### config.mk
export PLATFORM = sky130hd
export DESIGN_NAME = cq_mshr_table
export DESIGN_NICKNAME = d
export VERILOG_FILES = /design/src/rtl/cq_pkg.sv /design/src/rtl/cq_pick.sv /design/src/rtl/cq_slot.sv /design/src/rtl/cq_mshr_table.sv
export SDC_FILE = /design/constraint.sdc
export NUM_CORES = 1
export LEC_CHECK = 0
export ABC_AREA = 1
export BUFFER_PORTS_ARGS = -buffer_cell sky130_fd_sc_hd__buf_2
export CAP_MARGIN = 20
export CORE_AREA = 4 4 192 194
export CTS_CLUSTER_DIAMETER = 30
export DETAILED_ROUTE_END_ITERATION = 8
export DIE_AREA = 0 0 196 198
export GPL_ROUTABILITY_DRIVEN = 0
export HOLD_SLACK_MARGIN = 0.08
export PLACE_DENSITY = 0.68
export SLEW_MARGIN = 10
export SYNTH_ARGS = -nofsm -noshare
export SYNTH_HDL_FRONTEND = slang
export SYNTH_SLANG_ARGS = --single-unit
### constraint.sdc
create_clock -name clk -period 7.6 [get_ports clk]
set_clock_uncertainty 0.05 [all_clocks]
set_input_delay 0.76 -clock clk [delete_from_list [all_inputs] [get_ports clk]]
set_output_delay 0.76 -clock clk [all_outputs]
set_load 0.01 [all_outputs]
### src/rtl/cq_pkg.sv
package cq_pkg;
    typedef enum logic [1:0] {
        ST_FREE   = 2'd0,
        ST_OPEN   = 2'd1,
        ST_SEALED = 2'd2,
        ST_ISSUED = 2'd3
    } slot_state_e;

    typedef enum logic [1:0] {
        RK_LOAD   = 2'b00,
        RK_STORE  = 2'b01,
        RK_ATOMIC = 2'b10,
        RK_NULL   = 2'b11
    } req_kind_e;
endpackage

### src/rtl/cq_pick.sv
module cq_pick #(
    parameter int W = 4
) (
    input  logic [W-1:0] req,
    output logic [W-1:0] gnt
);
    always_comb begin
        logic found;
        found = 1'b0;
        gnt   = '0;
        for (int i = 0; i < W; i++) begin
            if (req[i] && !found) begin
                gnt[i] = 1'b1;
                found  = 1'b1;
            end
        end
    end
endmodule

### src/rtl/cq_slot.sv
module cq_slot
    import cq_pkg::*;
#(
    parameter int IW    = 8,
    parameter int AW    = 16,
    parameter int LANES = 8,
    parameter int LW    = 3,
    parameter int TW    = 16,
    parameter int N     = 4,
    parameter int IDX   = 0
) (
    input  logic             clk,
    input  logic             rst_n,
    input  logic             do_alloc,
    input  logic             do_merge,
    input  logic             do_seal,
    input  logic             do_issue,
    input  logic             do_free,
    input  logic [IW-1:0]    in_inst,
    input  logic [AW-1:0]    in_line,
    input  logic [LW-1:0]    in_lane,
    input  req_kind_e        in_kind,
    input  logic [TW-1:0]    in_stamp,
    input  logic [N-1:0]     alloc_vec,
    input  logic [N-1:0]     valid_vec,
    output slot_state_e      st,
    output logic [IW-1:0]    inst,
    output logic [AW-1:0]    line,
    output req_kind_e        kind,
    output logic [LANES-1:0] mask,
    output logic [LW-1:0]    first,
    output logic [TW-1:0]    stamp,
    output logic [N-1:0]     older
);
    slot_state_e st_q, st_d;
    localparam logic [N-1:0] SELF = N'(1) << IDX;

    always_ff @(posedge clk or negedge rst_n) begin
        if (!rst_n) st_q <= ST_FREE;
        else        st_q <= st_d;
    end

    always_comb begin
        st_d = st_q;
        unique case (st_q)
            ST_FREE:   if (do_alloc) st_d = do_seal ? ST_SEALED : ST_OPEN;
            ST_OPEN:   if (do_seal)  st_d = ST_SEALED;
            ST_SEALED: if (do_issue) st_d = ST_ISSUED;
            ST_ISSUED: if (do_free)  st_d = ST_FREE;
        endcase
    end

    always_ff @(posedge clk or negedge rst_n) begin
        if (!rst_n) begin
            inst  <= '0;
            line  <= '0;
            kind  <= RK_NULL;
            mask  <= '0;
            first <= '0;
            stamp <= '0;
            older <= '0;
        end else begin
            if (do_alloc) begin
                inst  <= in_inst;
                line  <= in_line;
                kind  <= in_kind;
                mask  <= LANES'(1) << in_lane;
                first <= in_lane;
                older <= valid_vec & ~SELF;
            end else begin
                older <= older & ~alloc_vec;
                if (do_merge) mask <= mask | (LANES'(1) << in_lane);
            end
            if (do_issue) stamp <= in_stamp;
        end
    end

    assign st = st_q;
endmodule

### src/rtl/cq_mshr_table.sv
module cq_mshr_table
    import cq_pkg::*;
#(
    parameter int IW      = 8,
    parameter int AW      = 16,
    parameter int LANES   = 8,
    parameter int TW      = 16,
    parameter int MAX_OUT = 4,
    localparam int LW     = $clog2(LANES),
    localparam int CW     = $clog2(MAX_OUT + 1)
) (
    input  logic             clk,
    input  logic             rst_n,
    input  logic             pkt_valid,
    output logic             pkt_ready,
    input  logic [IW-1:0]    pkt_inst,
    input  logic [AW-1:0]    pkt_line,
    input  logic [LW-1:0]    pkt_lane,
    input  logic [1:0]       pkt_type,
    input  logic             pkt_last,
    output logic             req_valid,
    input  logic             req_ready,
    output logic [AW-1:0]    req_line,
    output logic [1:0]       req_type,
    output logic [IW-1:0]    req_inst,
    output logic [LW-1:0]    req_lane,
    input  logic             cpl_valid,
    input  logic [AW-1:0]    cpl_line,
    output logic             rel_valid,
    output logic [IW-1:0]    rel_inst,
    output logic [1:0]       rel_type,
    output logic [LANES-1:0] rel_mask,
    output logic [LW-1:0]    rel_lane,
    output logic [TW-1:0]    rel_stamp,
    output logic [CW-1:0]    out_count
);
    localparam int N = MAX_OUT;

    slot_state_e      st_a    [N];
    logic [IW-1:0]    inst_a  [N];
    logic [AW-1:0]    line_a  [N];
    req_kind_e        kind_a  [N];
    logic [LANES-1:0] mask_a  [N];
    logic [LW-1:0]    first_a [N];
    logic [TW-1:0]    stamp_a [N];
    logic [N-1:0]     older_a [N];

    logic [N-1:0] valid_vec, free_vec, hit_vec, open_inst_vec, head_vec, elig_vec;
    logic [N-1:0] free_gnt, elig_gnt, alloc_vec, merge_vec, seal_vec;
    logic [N-1:0] sel_vec, sel_q, issue_vec, cpl_vec;
    logic         hold_q, accept, hit_any;
    logic [CW-1:0] cnt_q;
    logic [TW-1:0] cyc_q;

    always_comb begin
        for (int i = 0; i < N; i++) begin
            valid_vec[i]     = (st_a[i] != ST_FREE);
            free_vec[i]      = (st_a[i] == ST_FREE);
            open_inst_vec[i] = (st_a[i] == ST_OPEN) && (inst_a[i] == pkt_inst);
            hit_vec[i]       = open_inst_vec[i] && (line_a[i] == pkt_line);
            cpl_vec[i]       = cpl_valid && (st_a[i] == ST_ISSUED) && (line_a[i] == cpl_line);
            head_vec[i]      = 1'b1;
            for (int j = 0; j < N; j++)
                if (older_a[i][j] && valid_vec[j] && (line_a[j] == line_a[i]))
                    head_vec[i] = 1'b0;
            elig_vec[i] = (st_a[i] == ST_SEALED) && head_vec[i];
        end
    end

    cq_pick #(.W(N)) u_free_pick (.req(free_vec), .gnt(free_gnt));
    cq_pick #(.W(N)) u_elig_pick (.req(elig_vec), .gnt(elig_gnt));

    assign hit_any   = |hit_vec;
    assign pkt_ready = hit_any || (cnt_q < CW'(MAX_OUT));
    assign accept    = pkt_valid && pkt_ready;
    assign merge_vec = accept ? hit_vec : '0;
    assign alloc_vec = (accept && !hit_any) ? free_gnt : '0;
    assign seal_vec  = (accept && pkt_last) ? (open_inst_vec | alloc_vec) : '0;
    assign sel_vec   = hold_q ? sel_q : elig_gnt;
    assign req_valid = |sel_vec;
    assign issue_vec = (req_valid && req_ready) ? sel_vec : '0;

    generate
        for (genvar g = 0; g < N; g++) begin : g_slot
            cq_slot #(
                .IW(IW), .AW(AW), .LANES(LANES), .LW(LW), .TW(TW), .N(N), .IDX(g)
            ) u_slot (
                .clk      (clk),
                .rst_n    (rst_n),
                .do_alloc (alloc_vec[g]),
                .do_merge (merge_vec[g]),
                .do_seal  (seal_vec[g]),
                .do_issue (issue_vec[g]),
                .do_free  (cpl_vec[g]),
                .in_inst  (pkt_inst),
                .in_line  (pkt_line),
                .in_lane  (pkt_lane),
                .in_kind  (req_kind_e'(pkt_type)),
                .in_stamp (cyc_q),
                .alloc_vec(alloc_vec),
                .valid_vec(valid_vec),
                .st       (st_a[g]),
                .inst     (inst_a[g]),
                .line     (line_a[g]),
                .kind     (kind_a[g]),
                .mask     (mask_a[g]),
                .first    (first_a[g]),
                .stamp    (stamp_a[g]),
                .older    (older_a[g])
            );
        end
    endgenerate

    always_comb begin
        req_line = '0;
        req_type = '0;
        req_inst = '0;
        req_lane = '0;
        for (int i = 0; i < N; i++) begin
            if (sel_vec[i]) begin
                req_line = req_line | line_a[i];
                req_type = req_type | kind_a[i];
                req_inst = req_inst | inst_a[i];
                req_lane = req_lane | first_a[i];
            end
        end
    end

    always_ff @(posedge clk or negedge rst_n) begin
        if (!rst_n) begin
            hold_q <= 1'b0;
            sel_q  <= '0;
            cnt_q  <= '0;
            cyc_q  <= '0;
        end else begin
            hold_q <= req_valid && !req_ready;
            sel_q  <= sel_vec;
            cyc_q  <= cyc_q + TW'(1);
            if ((|alloc_vec) && !(|cpl_vec))      cnt_q <= cnt_q + CW'(1);
            else if (!(|alloc_vec) && (|cpl_vec)) cnt_q <= cnt_q - CW'(1);
        end
    end

    always_ff @(posedge clk or negedge rst_n) begin
        if (!rst_n) begin
            rel_valid <= 1'b0;
            rel_inst  <= '0;
            rel_type  <= '0;
            rel_mask  <= '0;
            rel_lane  <= '0;
            rel_stamp <= '0;
        end else begin
            rel_valid <= |cpl_vec;
            for (int i = 0; i < N; i++) begin
                if (cpl_vec[i]) begin
                    rel_inst  <= inst_a[i];
                    rel_type  <= kind_a[i];
                    rel_mask  <= mask_a[i];
                    rel_lane  <= first_a[i];
                    rel_stamp <= stamp_a[i];
                end
            end
        end
    end

    assign out_count = cnt_q;
endmodule

==> summary.txt, run 1 <==
Status
  – Status: completed

Worst setup path
  – Setup CP Type: flop to output pin
  – Max stage delay on crit path: 0.51 ns
  – Critical Path Source: g_slot[2].u_slot.line[9]
  – Instance count on the critical path: 16
  – Cell Chain, Critical Path: inv_1 -> nand2_1 -> nand2_1 -> nor2_1 -> nand2_1 -> nor2_1 -> nand3_1 -> nand2_1 -> nor2_1 -> nor2_1 -> nand2_1 -> nand2_1 -> buf_4 -> a21oi_1 -> o21ai_0 -> buf_2
  – Critical-path top delay cell: dfrtp_1
  – Startpoint types: flop
  – Top delay family on crit path: simple AND/OR/NAND/NOR gates
  – Reg2Reg Setup Slack: 3.33 ns
  – CP Buf/Inv Count: 3
  – CP Max Fanout: 22
  – CP endpoint kind: output pin
  – R2R depth: 13
  – Worst reg2reg path startpoint: g_slot[1].u_slot.line[13]
  – Arrival @ worst endpoint: 3.88 ns
  – WP data required: 6.79 ns
  – CP dominant cell by count: nand2_1

STA
  – Count of final hold-check violations: 0
  – Tightest Pin Transition: 1.10 ns
  – Final min period: 4.69 ns
  – Max-slew headroom: 25.9%
  – Period utilization: 61.8%
  – F_max: 0.213 GHz
  – Unrepaired setup endpoints after global routing: false
  – TNS Setup: 0 ns
  – Endpoints failing setup: 0
  – Slew Viols, Final: 0

Power
  – Clock group share of total power: 38.0%
  – Total power: 9.13 mW
  – Int Pwr: 5.61 mW
  – Worst ir drop on vdd: 0.274 mV
  – Sequential Power Share: 29.0%
  – Comb pwr share: 33.0%
  – Sw Share: 38.6%
  – Switching power: 3.53 mW
  – Pwr per Cell Area: 437 nW/um2
  – Leak pwr: 10.5 nW

Layout
  – Most frequent cells in the layout: nand2_1, dfrtp_1, inv_1
  – Area delta synth->final: 19.7%
  – Fillers: 3195
  – Layout cells sized above 1: 13.1%
  – Most common cell after layout, fill and taps aside: nand2_1
  – Final net count: 2518

Floorplanning
  – # IOs: 123
  – Chip height: 198 um
  – Num rows: 69
  – Core area: 35200 um2
  – Die width: 196 um
  – Starting Density: 49.5%
  – Die area: 38800 um2

Yosys
  – Synth Instances: 2380
  – Fraction of the yosys area taken by sequential cells: 42.8%
  – Mapped Nets: 2450
  – Post-synth ARST share: 100%
  – Warning count from the yosys run: 0
  – Post-synth EDFFs: 0
  – Top FF cell, synth: dfrtp_1
  – Netlist Area Pre-Place: 17500 um2
  – Yosys cell types: 49
  – Mean post-synth cell area: 7.33 um2
  – Seq cells post-synth: 298

CTS
  – Clock Root Buffer: clkbuf_16
  – TritonCTS clock tree: done
  – Num CTS Buffers: 76
  – Clock sink count: 298
  – Post-CTS Setup Inserts: 0
  – Worst-path clk slew: 0.05 ns
  – H-tree depth: 3
  – Skew-Pair Late Insertion Delay: 0.58 ns
  – Clock Tree Buf Depth: 3

Routing
  – Total Wirelength: 57400 um
  – Starting DRT DRC Count: 1830
  – Vias: 16800
  – DRC viols: 0
  – Final ANT Viol Nets: 0
  – Post-DR wirelength/cell: 19.3 um
  – DR vias/cell: 5.65
  – First-pass detailed-route iteration total: 8

Min path
  – Min-Delay Path Class: primary input to flop
  – Hold path startpoint: req_ready
  – WHS Path Cells: 2

Global routing
  – Number of global-route vias before repair: 16300
  – Initial antenna violation count: 4
  – Largest net degree at the start of global routing: 170
  – GRT overflow: 0
  – Overall Global Routing Usage: 29.3%
  – First-pass GRT wire length: 90600 um

Run
  – Maxcap violations: 0

Placement
  – DP HPWL: 37500 um
  – IO Port Bufs: 122
[final timing paths]
kind | to
min | hold_q
max in group asynchronous | rel_mask[3]
max reg2reg | out_count[1]
max | req_line[14]
min in group asynchronous | g_slot[3].u_slot.line[9]
min reg2reg | g_slot[0].u_slot.older[0]
[cells in the mapped netlist (23+ instances only)]
| cell | number | area, um2 |
|---|---|---|
| nand2_1 | 748 | 2810 |
| dfrtp_1 | 290 | 7260 |
| inv_1 | 221 | 830 |
| o21ai_0 | 186 | 931 |
| nor2_1 | 173 | 649 |
| nand3_1 | 122 | 611 |
| buf_2 | 73 | 365 |
| xnor2_1 | 66 | 578 |
| o22ai_1 | 64 | 400 |
| clkbuf_1 | 61 | 229 |
| a21oi_1 | 60 | 300 |
| o21ai_1 | 53 | 265 |
| nand4_1 | 46 | 288 |
| xor2_1 | 46 | 403 |
| nand3b_1 | 24 | 180 |
| inv_2 | 23 | 86.3 |
[per-stage QoR]
step           cells  util [%]  hold slack, ns  instance area, um2  setup WS [ns]
6_report        2974      59.3           0.369               20900           2.91
5_1_grt         2974      59.3           0.377               20900           2.72
4_1_cts         2970      59.3           0.347               20900           3.00
3_5_place_dp    2829      51.4           0.401               18100           3.09
3_3_place_gp    2829      51.4           0.399               18100           3.13
2_1_floorplan   2380         -           0.381               17500           4.20
[layer usage]
| layer | GRT usage [%] | up-vias | part of all wire, % |
|---|---|---|---|
| met1 | 40.0 | 8001 | 42 |
| met3 | 5.39 | 182 | 7.9 |
| met4 | 14.2 | 2 | 4.4 |
| met5 | 0 | - | 0.021 |
| li1 | - | 7807 | - |
| met2 | 45.5 | 811 | 45 |
[area by class of cell]
type / count / area, um2 / area share, %
tap: 461 / 577 / 2.76
antenna: 3 / 7.51 / 0.0359
inverter: 245 / 920 / 4.40
sequential: 298 / 7470 / 35.7
clock buffer: 99 / 2120 / 10.1
multi-input combinational: 1688 / 8390 / 40.2
timing repair buffer: 139 / 767 / 3.67
clock inverter: 41 / 646 / 3.09
[flip-flops by register name (all words and copies together), names as in the netlist, 8 cells and up]
| register | count |
|---|---|
| g_slot.u_slot.inst | 32 |
| g_slot.u_slot.st | 8 |
| cyc_q | 16 |
| g_slot.u_slot.first | 12 |
| rel_mask | 8 |
| rel_stamp | 16 |
| g_slot.u_slot.older | 16 |
| g_slot.u_slot.mask | 32 |
| rel_inst | 8 |
| g_slot.u_slot.stamp | 64 |
| g_slot.u_slot.kind | 8 |
| g_slot.u_slot.line | 64 |
[power by group through the flow]
| stage | clock network, mW | registers, mW | logic (mW) |
|---|---|---|---|
| floorplan | 0 | 2.34 | 2.32 |
| global placement | 0 | 2.63 | 2.88 |
| detailed placement | 0 | 2.64 | 2.94 |
| CTS | 3.51 | 2.63 | 2.97 |
| global route | 3.60 | 2.71 | 3.37 |
| finish | 3.47 | 2.65 | 3.01 |
[what timing repair did]
item	in CTS	in global routing
hold buffers	1	0
resized for setup	0	0
hold endpoints to repair	11	0
[cell families (layout without fill, tap and decap cells)]
logic type      count (synthesis)  count (layout)  share of synthesized area, %
simple gates                 1147            1147                          27.5
other cells                     0               3                             0
compound gates                409             409                          13.3
xor+xnor                      112             112                          5.62
fa+ha+maj                      19              19                          1.41
flops                         298             298                          42.8
buf+inv                       394             524                          9.27
mux                             1               1                        0.0645
Note: power is estimated with default switching activity, not from simulation.
==> run 2, diff against run 1 <==
--- a/config.mk
+++ b/config.mk
@@ -5,16 +5,16 @@
 export SDC_FILE = /design/constraint.sdc
 export NUM_CORES = 1
 export LEC_CHECK = 0
-export ABC_AREA = 1
+export ABC_AREA = 0
 export BUFFER_PORTS_ARGS = -buffer_cell sky130_fd_sc_hd__buf_2
 export CAP_MARGIN = 20
-export CORE_AREA = 4 4 192 194
+export CORE_AREA = 4 4 190 192
 export CTS_CLUSTER_DIAMETER = 30
 export DETAILED_ROUTE_END_ITERATION = 8
-export DIE_AREA = 0 0 196 198
+export DIE_AREA = 0 0 194 196
 export GPL_ROUTABILITY_DRIVEN = 0
 export HOLD_SLACK_MARGIN = 0.08
-export PLACE_DENSITY = 0.68
+export PLACE_DENSITY = 0.7
 export SLEW_MARGIN = 10
 export SYNTH_ARGS = -nofsm -noshare
 export SYNTH_HDL_FRONTEND = slang
==> constraint.sdc (replaced) <==
create_clock -name clk -period 4.3 [get_ports clk]
set_clock_uncertainty 0.05 [all_clocks]
set_input_delay 0.43 -clock clk [delete_from_list [all_inputs] [get_ports clk]]
set_output_delay 0.43 -clock clk [all_outputs]
set_load 0.01 [all_outputs]
==> run 2 against run 1 <==
The run now ends with negative setup slack left. Wire length down 11%. Final area decreased by 2.5%. Combinational power fell by 92%. First-iteration DRC count shrank 21%. Flip-flop and latch count stayed put. Via count decreased by 20%. Clock power is 57% higher. Area after synthesis shrank 2.7%. Sequential power increased by 6%. Non-clock buffer count is 25 higher. Largest cell class unchanged. Highest routed layer unchanged.
==> summary.txt, run 2 <==
Power
  – Worst ir drop on vdd: 0.407 mV (+49%)
  – Clock group share of total power: 64.0% (+26 points)
  – Pwr per Cell Area: 418 nW/um2 (-4.4%)
  – Comb pwr share: 3.0% (-30 points)
  – Int Pwr: 6.56 mW (+17%)
  – Sequential Power Share: 33.1% (+4.1 points)
  – Leak pwr: 10.5 nW (+0.35%)
  – Switching power: 1.95 mW (-45%)
  – Sw Share: 23.0% (-16 points)

Global routing
  – Overall Global Routing Usage: 26.2% (-3.2 points)
  – Initial antenna violation count: 4 (unchanged)
  – Number of global-route vias before repair: 13700 (-15%)
  – Largest net degree at the start of global routing: 112 (-34%)
  – GRT overflow: 0 (unchanged)
  – First-pass GRT wire length: 79100 um (-13%)

Yosys
  – Synth top cells by count: nand2_1, dfrtp_1, xor2_1
  – Post-synth EDFFs: 0 (unchanged)
  – Top FF cell, synth: dfrtp_1
  – Synth Instances: 1699 (-29%)
  – Largest area contributor in the netlist: dfrtp_1
  – Warning count from the yosys run: 0 (unchanged)
  – Top cell type's share of synthesized area: 42.7% (+1.2 points)
  – Top post-synthesis cells by area: dfrtp_1, xor2_1, nand2_1
  – Yosys cell types: 64 (+31%)
  – Netlist Area Pre-Place: 17000 um2 (-2.7%)
  – Mapped Nets: 1769 (-28%)
  – Post-synth ARST share: 100% (unchanged)
  – Fraction of the yosys area taken by sequential cells: 44.0% (+1.2 points)
  – Most numerous cell in the Yosys netlist: nand2_1
  – Seq cells post-synth: 298 (unchanged)
  – Mean post-synth cell area: 9.99 um2 (+36%)

STA
  – Final setup margin: -0.0117 ns (-2.92 ns)
  – Count of final hold-check violations: 0 (unchanged)
  – TNS Setup: -0.0117 ns (-0.0117 ns)
  – F_max: 0.232 GHz
  – Unrepaired setup endpoints after global routing: true
  – Tightest Pin Transition: 0.909 ns (-0.194 ns)
  – Endpoints failing setup: 1 (+1)
  – Final min period: 4.31 ns
  – Period utilization: 100%
  – Slew Viols, Final: 0 (unchanged)
  – Max-slew headroom: 39.4% (+13 points)

CTS
  – Num CTS Buffers: 68 (-11%)
  – Clock sink count: 298 (unchanged)
  – Skew-Pair Late Insertion Delay: 0.58 ns (about the same)
  – H-tree depth: 3 (unchanged)
  – Worst-path clk slew: 0.05 ns (about the same)
  – TritonCTS clock tree: done
  – Clock Tree Buf Depth: 3 (unchanged)
  – Clock Root Buffer: clkbuf_16

Layout
  – Most frequent cells in the layout: nand2_1, dfrtp_1, xor2_1
  – Largest registers: g_slot.u_slot.line (64), g_slot.u_slot.stamp (64)
  – Final net count: 1835 (-27%)
  – Area delta synth->final: 19.9%
  – Final Util: 59.2% (-0.075 points)
  – Final Instance Count excl. Fillers: 2274 (-24%)
  – Most common cell after layout, fill and taps aside: nand2_1
  – Fillers: 2856 (-11%)
  – Ant. Diodes: 0 (-3)
  – Layout cells sized above 1: 25.0% (+12 points)

Placement
  – DP HPWL: 33200 um (-11%)
  – Total placed cells including tap cells: 2141 (-24%)
  – IO Port Bufs: 122 (unchanged)

Worst setup path
  – CP Max Fanout: 33 (+50%)
  – WP data required: 3.82 ns (-2.97 ns)
  – Setup CP Type: flop to output pin
  – CP endpoint kind: output pin
  – Reg2Reg Setup Slack: 0.30 ns (-3.03 ns)
  – Startpoint types: flop
  – Arrival @ worst endpoint: 3.83 ns (-0.05 ns)

Floorplanning
  – Num rows: 68 (-1.4%)
  – Die area: 38000 um2 (-2.0%)
  – Starting Density: 49.4% (-0.15 points)
  – Chip height: 196 um (-1.0%)
  – # IOs: 123 (unchanged)
  – Core area: 34400 um2 (-2.4%)
  – Die width: 194 um (-1.0%)

Status
  – Failing checks: negative setup slack
  – Status: complete, but fails checks

Routing
  – Starting DRT DRC Count: 1454 (-21%)
  – Final ANT Viol Nets: 0 (unchanged)
  – Vias: 13400 (-20%)
  – DR vias/cell: 5.91 (+4.6%)
  – Total Wirelength: 51100 um (-11%)
  – DRC viols: 0 (unchanged)
  – First-pass detailed-route iteration total: 7 (-1)
  – Post-DR wirelength/cell: 22.5 um (+16%)

Min path
  – Min-Delay Path Class: primary input to flop

Run
  – Maxcap violations: 0 (unchanged)
[run 2: path summary, 6_finish.rpt]
kind | startpoint | end | cells after the start
max | g_slot[2].u_slot.line[6] | req_line[15] | 10
min | pkt_inst[0] | g_slot[2].u_slot.inst[0] | 3
max reg2reg | g_slot[1].u_slot.line[15] | g_slot[0].u_slot.st[0] | 9
min reg2reg | rel_stamp[15] | rel_stamp[15] | 2
max in group asynchronous | rst_n | rel_stamp[15] | 3
min in group asynchronous | rst_n | g_slot[3].u_slot.line[7] | 2
[run 2: through the flow]
stage | hold WS [ns] | setup WS, ns | instance area, um2 | power, mW
floorplan | 0.0844 | 1.14 | 17000 | 2.97
global placement | 0.403 | 0.393 | 17700 | 3.10
detailed placement | 0.407 | 0.455 | 17700 | 3.10
CTS | 0.0877 | 0.00144 | 20200 | 8.57
global route | 0.113 | -0.0133 | 20400 | 8.75
finish | 0.113 | -0.0117 | 20400 | 8.51
[run 2: area by class of cell]
cell class                      count  area (um2)  area share [%]
Sequential cell                   298        7480            36.7
Inverter                           23        86.3           0.424
Clock inverter                     45         599            2.94
Multi-Input combinational cell   1210        8780            43.1
Tap cell                          455         569            2.80
Clock buffer                       79        1860            9.11
Timing Repair Buffer              164         991            4.87
[run 2: routing by layer]
metal | GRT usage (%) | vias to the layer above | part of all wire, %
met5 | 0 | - | 0.11
met4 | 11.4 | 8 | 4.9
met3 | 5.99 | 197 | 9.2
met2 | 41.9 | 693 | 46
met1 | 34.3 | 6602 | 40
li1 | - | 5943 | -
[run 2: power by group through the flow]
stage / registers, mW / clock network (mW) / logic (mW)
2_1_floorplan: 2.86 / 0 / 0.112
4_1_cts: 2.82 / 5.50 / 0.250
3_5_place_dp: 2.86 / 0 / 0.245
3_3_place_gp: 2.86 / 0 / 0.242
5_1_grt: 2.81 / 5.66 / 0.274
6_report: 2.82 / 5.45 / 0.252
[run 2: logic make-up (layout without fill, tap and decap cells)]
group,after synthesis,count (layout),synth area share (%)
mux,202,202,13.0
flops,298,298,44.0
compound gates,186,187,7.92
fa+ha+maj,19,19,1.44
simple gates,528,528,14.3
xor+xnor,274,274,14.1
buf+inv,192,311,5.17
[run 2: worst max-delay path: stages (launching register included)]
cell,delay (ns)
dfrtp_2,0.50
xor2_1,0.19
nor4_2,0.43
nand4_1,0.26
o32a_1,0.38
nand2_1,0.14
o41ai_4,0.09
buf_12,0.23
a222oi_1,0.73
nand2_1,0.13
buf_2,0.18
[run 2: what timing repair did]
item | 4_1_cts | 5_1_grt
hold endpoints to repair | 113 | 0
setup buffers | 0 | 4
gates cloned | 0 | 1
hold buffers | 4 | 0
pin swaps | 2 | 15
endpoints found under the setup margin | 30 | 30
gates resized for setup | 7 | 22
